[src/rtl/sse_pkg.sv]
package sse_pkg;
    typedef enum logic [1:0] {
        ST_OFF    = 2'd0,
        ST_ARMED  = 2'd1,
        ST_SHIFT  = 2'd2,
        ST_RETIRE = 2'd3
    } sse_state_e;
endpackage

[src/rtl/sse_clkdiv.sv]
module sse_clkdiv #(
    parameter int DIV_W = 14
) (
    input  logic             clk,
    input  logic             rst_n,
    input  logic             run,
    input  logic [DIV_W-1:0] div_n,
    output logic             tick
);
    logic [DIV_W-1:0] cnt_q;
    logic [DIV_W-1:0] limit;

    // a divisor of zero behaves like one
    assign limit = (div_n == '0) ? '0 : div_n - DIV_W'(1);
    assign tick  = run && (cnt_q == limit);

    always_ff @(posedge clk or negedge rst_n) begin
        if (!rst_n)
            cnt_q <= '0;
        else if (!run || tick)
            cnt_q <= '0;
        else
            cnt_q <= cnt_q + DIV_W'(1);
    end

    // two ticks are never adjacent when the half-period exceeds one cycle
    assert_tick_gap_R1: assert property (@(posedge clk) disable iff (!rst_n)
        (tick && div_n > DIV_W'(1)) |=> (!tick || div_n != $past(div_n)));
endmodule

[src/rtl/sse_shifter.sv]
module sse_shifter #(
    parameter int WORD_MAX = 16
) (
    input  logic                clk,
    input  logic                rst_n,
    input  logic                load,
    input  logic [WORD_MAX-1:0] load_word,
    input  logic                shift_out,
    input  logic                sample,
    input  logic                miso,
    input  logic                lsb_first,
    input  logic                wide,
    input  logic                drive,
    output logic                mosi,
    output logic [WORD_MAX-1:0] rx_word
);
    localparam int HALF = WORD_MAX / 2;

    logic [WORD_MAX-1:0] tx_sr, rx_sr, rx_next;

    always_comb begin
        if (lsb_first) begin
            rx_next = rx_sr >> 1;
            if (wide) rx_next[WORD_MAX-1] = miso;
            else      rx_next[HALF-1]     = miso;
        end else begin
            rx_next = {rx_sr[WORD_MAX-2:0], miso};
        end
    end

    always_ff @(posedge clk or negedge rst_n) begin
        if (!rst_n)          tx_sr <= '0;
        else if (load)       tx_sr <= load_word;
        else if (shift_out)  tx_sr <= lsb_first ? (tx_sr >> 1) : (tx_sr << 1);
    end

    always_ff @(posedge clk or negedge rst_n) begin
        if (!rst_n)       rx_sr <= '0;
        else if (load)    rx_sr <= '0;
        else if (sample)  rx_sr <= rx_next;
    end

    always_comb begin
        if (!drive)         mosi = 1'b0;
        else if (lsb_first) mosi = tx_sr[0];
        else if (wide)      mosi = tx_sr[WORD_MAX-1];
        else                mosi = tx_sr[HALF-1];
    end

    assign rx_word = rx_sr;
endmodule

[src/rtl/serial_shift_engine.sv]
module serial_shift_engine
    import sse_pkg::*;
#(
    parameter int WORD_MAX = 16,
    parameter int DIV_W    = 14
) (
    input  logic                clk,
    input  logic                rst_n,
    input  logic                soft_rst,
    input  logic                enable,
    input  logic [DIV_W-1:0]    cfg_div,
    input  logic                cfg_idle_low,
    input  logic                cfg_first_edge,
    input  logic                cfg_lsb_first,
    input  logic                cfg_wide,
    input  logic                cfg_txrx,
    input  logic                tx_empty,
    input  logic [WORD_MAX-1:0] tx_data,
    output logic                tx_pop,
    input  logic                rx_full,
    output logic [WORD_MAX-1:0] rx_data,
    output logic                rx_push,
    output logic                sck,
    output logic                mosi,
    input  logic                miso,
    output logic                busy,
    output logic                ovf_pulse,
    output logic                udr_pulse
);
    localparam int HALF  = WORD_MAX / 2;
    localparam int CNT_W = $clog2(2 * WORD_MAX + 1);
    localparam logic [CNT_W-1:0] LAST_WIDE   = CNT_W'(2 * WORD_MAX - 1);
    localparam logic [CNT_W-1:0] LAST_NARROW = CNT_W'(2 * HALF - 1);

    sse_state_e          state_q, state_d;
    logic [CNT_W-1:0]    edge_q;
    logic                sck_q, tick, run, odd_edge, last_edge;
    logic                start_word, do_sample, do_shift, idle_level;
    logic [WORD_MAX-1:0] rx_word;

    assign idle_level = !cfg_idle_low;
    assign run        = (state_q == ST_SHIFT) && !soft_rst;

    sse_clkdiv #(.DIV_W(DIV_W)) u_div (
        .clk   (clk),
        .rst_n (rst_n),
        .run   (run),
        .div_n (cfg_div),
        .tick  (tick)
    );

    // edge_q counts the edges already made in this word
    assign odd_edge   = ~edge_q[0];
    assign last_edge  = tick && (edge_q == (cfg_wide ? LAST_WIDE : LAST_NARROW));
    assign do_sample  = tick && (cfg_first_edge ? odd_edge : !odd_edge);
    assign do_shift   = tick && (cfg_first_edge ? !odd_edge : (odd_edge && edge_q != '0));
    assign start_word = (state_q == ST_ARMED) && enable && !soft_rst &&
                        (cfg_txrx ? !tx_empty : !rx_full);

    // next-state logic
    always_comb begin
        state_d = state_q;
        if (soft_rst) begin
            state_d = ST_OFF;                                  // abort
        end else begin
            unique case (state_q)
                ST_OFF:    if (enable) state_d = ST_ARMED;     // arm
                ST_ARMED:  if (!enable) state_d = ST_OFF;      // disarm
                           else if (start_word) state_d = ST_SHIFT; // launch
                ST_SHIFT:  if (last_edge) state_d = ST_RETIRE; // finish
                ST_RETIRE: state_d = enable ? ST_ARMED : ST_OFF; // rearm / stop
                default:   state_d = ST_OFF;
            endcase
        end
    end

    always_ff @(posedge clk or negedge rst_n) begin
        if (!rst_n) state_q <= ST_OFF;
        else        state_q <= state_d;
    end

    always_ff @(posedge clk or negedge rst_n) begin
        if (!rst_n) begin
            edge_q <= '0;
            sck_q  <= 1'b0;
        end else if (state_q != ST_SHIFT || soft_rst) begin
            edge_q <= '0;
            sck_q  <= idle_level;
        end else if (tick) begin
            edge_q <= edge_q + CNT_W'(1);
            sck_q  <= ~sck_q;
        end
    end

    // outputs
    always_comb begin
        busy      = (state_q == ST_SHIFT);
        tx_pop    = start_word && cfg_txrx;
        rx_push   = (state_q == ST_RETIRE) && !soft_rst && !rx_full;
        ovf_pulse = (state_q == ST_RETIRE) && !soft_rst && rx_full;
        udr_pulse = (state_q == ST_RETIRE) && !soft_rst && enable && cfg_txrx && tx_empty;
    end

    sse_shifter #(.WORD_MAX(WORD_MAX)) u_shift (
        .clk       (clk),
        .rst_n     (rst_n),
        .load      (start_word),
        .load_word (cfg_txrx ? tx_data : '0),
        .shift_out (do_shift),
        .sample    (do_sample),
        .miso      (miso),
        .lsb_first (cfg_lsb_first),
        .wide      (cfg_wide),
        .drive     (cfg_txrx),
        .mosi      (mosi),
        .rx_word   (rx_word)
    );

    assign rx_data = rx_word;
    assign sck     = sck_q;

    assert_pop_needs_data_R6: assert property (@(posedge clk) disable iff (!rst_n)
        tx_pop |-> (!tx_empty && !busy));
    assert_rxonly_no_pop_R7: assert property (@(posedge clk) disable iff (!rst_n)
        !cfg_txrx |-> !tx_pop);
    assert_push_room_R8: assert property (@(posedge clk) disable iff (!rst_n)
        rx_push |-> !rx_full);
    assert_ovf_no_push_R8: assert property (@(posedge clk) disable iff (!rst_n)
        ovf_pulse |-> !rx_push);
    assert_abort_idle_R11: assert property (@(posedge clk) disable iff (!rst_n)
        soft_rst |=> (!busy && !rx_push));
endmodule

[config.mk]
export PLATFORM = sky130hd
export DESIGN_NAME = serial_shift_engine
export DESIGN_NICKNAME = d
export VERILOG_FILES = /design/src/rtl/sse_pkg.sv /design/src/rtl/sse_clkdiv.sv /design/src/rtl/sse_shifter.sv /design/src/rtl/serial_shift_engine.sv
export SDC_FILE = /design/constraint.sdc
export NUM_CORES = 1
export LEC_CHECK = 0
export BUFFER_PORTS_ARGS = -buffer_cell sky130_fd_sc_hd__buf_2
export CELL_PAD_IN_SITES_DETAIL_PLACEMENT = 1
export CELL_PAD_IN_SITES_GLOBAL_PLACEMENT = 2
export CORE_ASPECT_RATIO = 0.5
export CORE_MARGIN = 2
export CORE_UTILIZATION = 31
export CTS_CLUSTER_SIZE = 16
export DETAILED_ROUTE_END_ITERATION = 8
export PLACE_DENSITY_LB_ADDON = 0.1
export SYNTH_ARGS = -nofsm -noshare
export SYNTH_HDL_FRONTEND = slang
export SYNTH_SLANG_ARGS = --single-unit
[constraint.sdc]
create_clock -name clk -period 3.15 [get_ports clk]
set_clock_uncertainty 0.2 [all_clocks]
set_input_delay 0 -clock clk [delete_from_list [all_inputs] [get_ports clk]]
set_output_delay 0 -clock clk [all_outputs]
set_load 0.02 [all_outputs]
==> run_results.csv <==
group,metric,value,unit
clock_network,cts_tree,"done",
critical_path,path_depth,11,
final_layout,area_growth,30.6,%
timing,rsz0062_at_grt,"false",
clock_network,cts_max_path_buffers,2,
synth,synth_cell_type_count,61,
critical_path,cp.buffers_inverters,2,
timing,slew_violations,0,
placed_design,gp_congestion,0.801,
route,vias,3734,
global_routing,grtUsageTotal,18.7,%
critical_path,crit_chain,"buf_2, inv_1, ha_1, or4b_4, a2111oi_4, o21ai_1, a222oi_1, nand4_1, or3_4, or3_1, a32o_1",
critical_path,worstPathRequired,3.13,ns
clock_network,cts_buffers,5,
synth,syn_nets,488,
outcome,violations,"hold timing",
placed_design,hpwlAfterDp,8640,um
synth,synthTopCellsByArea,"dfrtp_1 36%, mux2i_1 9.6%, nand2_1 4.8%, nor2_1 4.0%, xnor2_1 3.2%",
pwr,ir_worst_vdd,0.000202,V
critical_path,slowest_delay,0.50,ns
critical_path,reg2reg_to,"edge_q[5]",
floorplanning,die_area,13400,um^2
global_routing,grt_max_degree,49,
synth,yosys.area.top_type,"dfrtp_1",
timing,max_freq,0.342,GHz
timing,fin_setup_tns,0,ns
floorplanning,die_y,82.8,um
global_routing,antenna_found_initial,0,
final_layout,drive_above_1_share,24.4,%
pwr,leakage,0.00214,uW
timing,post-route-min-period,2.92,ns
clock_network,htreeDepth,2,
synth,ys_ff_latch,55,
synth,postSynthCellCount,442,
timing,hold_viol,5,
synth,synth_top_area_share,35.7,%
synth,ys_seq_area_share,35.7,%
critical_path,path_max_fanout,6,
critical_path,cpLargestDelayFamily,"simple AND/OR/NAND/NOR gates",
synth,async_reset_ff_share,100,%
floorplanning,die_w,162,um
floorplanning,core_region_area,12000,um^2
route,drt-met1-wl,6010,um
timing,max_slew.worst_pin.slew,0.992,ns
global_routing,first_global_vias,3929,
route,firstDrtPassIters,4,
timing,hold_slack,-0.00587,ns
placed_design,port_buffers,64,
timing,setup_viol,0,
synth,synth-edff-count,0,
final_layout,num-fill-cells,1443,
floorplanning,num_rows,28,
route,drc,0,
synth,ys_warn_count,0,
critical_path,slowest_stage,"or4b_4",
critical_path,rr_startpoint,"u_div.cnt_q[7]",
clock_network,worstSkewPairLatency,0.29,ns
route,wl_met3,442,um
final_layout,multiInputGateArea,2300,um^2
route,ant_nets,0,
critical_path,reg2reg_depth,8,
route,top_layer_used,"met4",
floorplanning,start_util,32.2,%
final_layout,regArea,1380,um^2
pwr,finalPower,1740,uW
floorplanning,io_pins,65,
timing,maxSlewHeadroom,33.8,%
outcome,status,"finished, violations left",
timing,fin_crit_sh,92.7,%
route,drt_iter0_markers,127,
clock_network,clk_pin_slew_worst_paths,0.07,ns
final_layout,nets,600,
route,wl_met2,5420,um
clock_network,cts_num_sinks,55,
flow_run,maxCapViolations,0,
route,via_per_inst,5.19,
global_routing,overflow,0,
critical_path,r2r_slack,0.26,ns
critical_path,path_class,"input pin to flip-flop",
critical_path,cp-start-kind,"input pin",
clock_network,root_buffer,"clkbuf_16",
clock_network,postCtsSetupBuffers,0,
critical_path,crit_arrival,2.91,ns
synth,synthTopCellsByCount,"55 x dfrtp_1, 49 x nand2_1, 41 x nor2_1, 37 x mux2i_1, 22 x o21ai_0",
synth,synth_area,3850,um^2
route,wl_per_cell,16.6,um
synth,synth_most_common_cell,"dfrtp_1",
global_routing,grt_pass1_wl,20500,um
final_layout,diodes,0,
critical_path,cp-end-kind,"flip-flop",
synth,syn_avg_cell_area,8.72,um^2
hold_path,min_path_type,"input pin to asynchronous set/reset pin",
route,wirelength,12000,um
pwr,power.density,346,nW/um^2
synth,ys.flop_type,"dfrtp_1",
[state kept, by name, summed over array words and instances (netlist names)]
| register | count |
|---|---|
| u_shift.tx_sr | 16 |
| u_div.cnt_q | 14 |
| u_shift.rx_word | 16 |
| sck | 1 |
| state_q | 2 |
| edge_q | 6 |
[placed cells by master (no fill, tap or decap), types with 21 or more instances in the layout]
cell type,netlist,routed
buf_2,5,64
dfrtp_1,55,55
nand2_1,49,49
buf_4,1,42
nor2_1,41,41
mux2i_1,37,37
dlygate4sd3_1,0,25
o21ai_0,22,22
inv_1,21,21
a21oi_1,21,21
[power by group]
group	total, uW	switching [uW]	internal [uW]
logic	368	193	175
registers	798	35.8	762
clock network	574	262	312
total	1740	491	1250
[worst max-delay path by stage]
| stage | from | to |
|---|---|---|
| 2_1_floorplan | cfg_div[0] | u_shift.rx_word[15] |
| 3_3_place_gp | cfg_div[0] | u_shift.tx_sr[8] |
| 3_5_place_dp | cfg_div[1] | u_shift.tx_sr[8] |
| 4_1_cts | cfg_div[1] | u_shift.tx_sr[8] |
| 5_1_grt | cfg_div[0] | u_shift.tx_sr[14] |
| 6_report | cfg_div[0] | u_shift.tx_sr[8] |
[stage by stage]
stage | std cells | utilization, % | instance area (um^2) | worst slack [ns]
final | 719 | 42.0 | 5030 | 0.229
after global routing | 719 | 42.0 | 5030 | 0.0127
after CTS | 719 | 41.8 | 5000 | 0.114
after detailed placement | 687 | 38.5 | 4610 | -0.190
after global placement | 687 | 38.5 | 4610 | -0.134
after floorplan | 442 | - | 3850 | 0.00418
[cell type report]
class | instances | share of cell area [%]
multi-input combinational | 338 | 45.7
sequential | 55 | 27.3
timing repair buffer | 133 | 18.4
tap | 165 | 4.10
clock buffer | 6 | 2.76
inverter | 21 | 1.57
clock inverter | 1 | 0.0995
[per-layer routing]
layer / vias to the layer above / track usage, %
met3: 7 / 3.40
li1: 1832 / -
met4: 0 / 3.62
met5: - / 0
met1: 1832 / 26.7
met2: 63 / 30.0
[worst reg2reg max path, stage by stage, from the launching register on]
cell     delay, ns
dfrtp_1       0.47
xnor2_2       0.26
xnor2_1       0.14
nand3_1       0.09
a211o_1       0.26
and3_1        0.18
or4_4         0.56
or4_1         0.51
a21oi_1       0.15
[logic make-up after synthesis]
group / count (synthesis) / share of synthesized area, %
AOI/OAI and AO/OA: 103 / 19.1
xor gates and xnor gates: 27 / 6.14
adders and majority gates: 4 / 1.30
buffers and inverters: 49 / 5.33
DFF: 55 / 35.7
muxes: 40 / 10.5
and+or+nand+nor: 164 / 22.0
[what timing repair did]
item	in CTS	in global routing
endpoints found under the setup margin	0	30
gates resized for setup	0	5
endpoints found under the hold margin	41	0
hold buffers	25	0
Note: power is estimated with default switching activity, not from simulation.
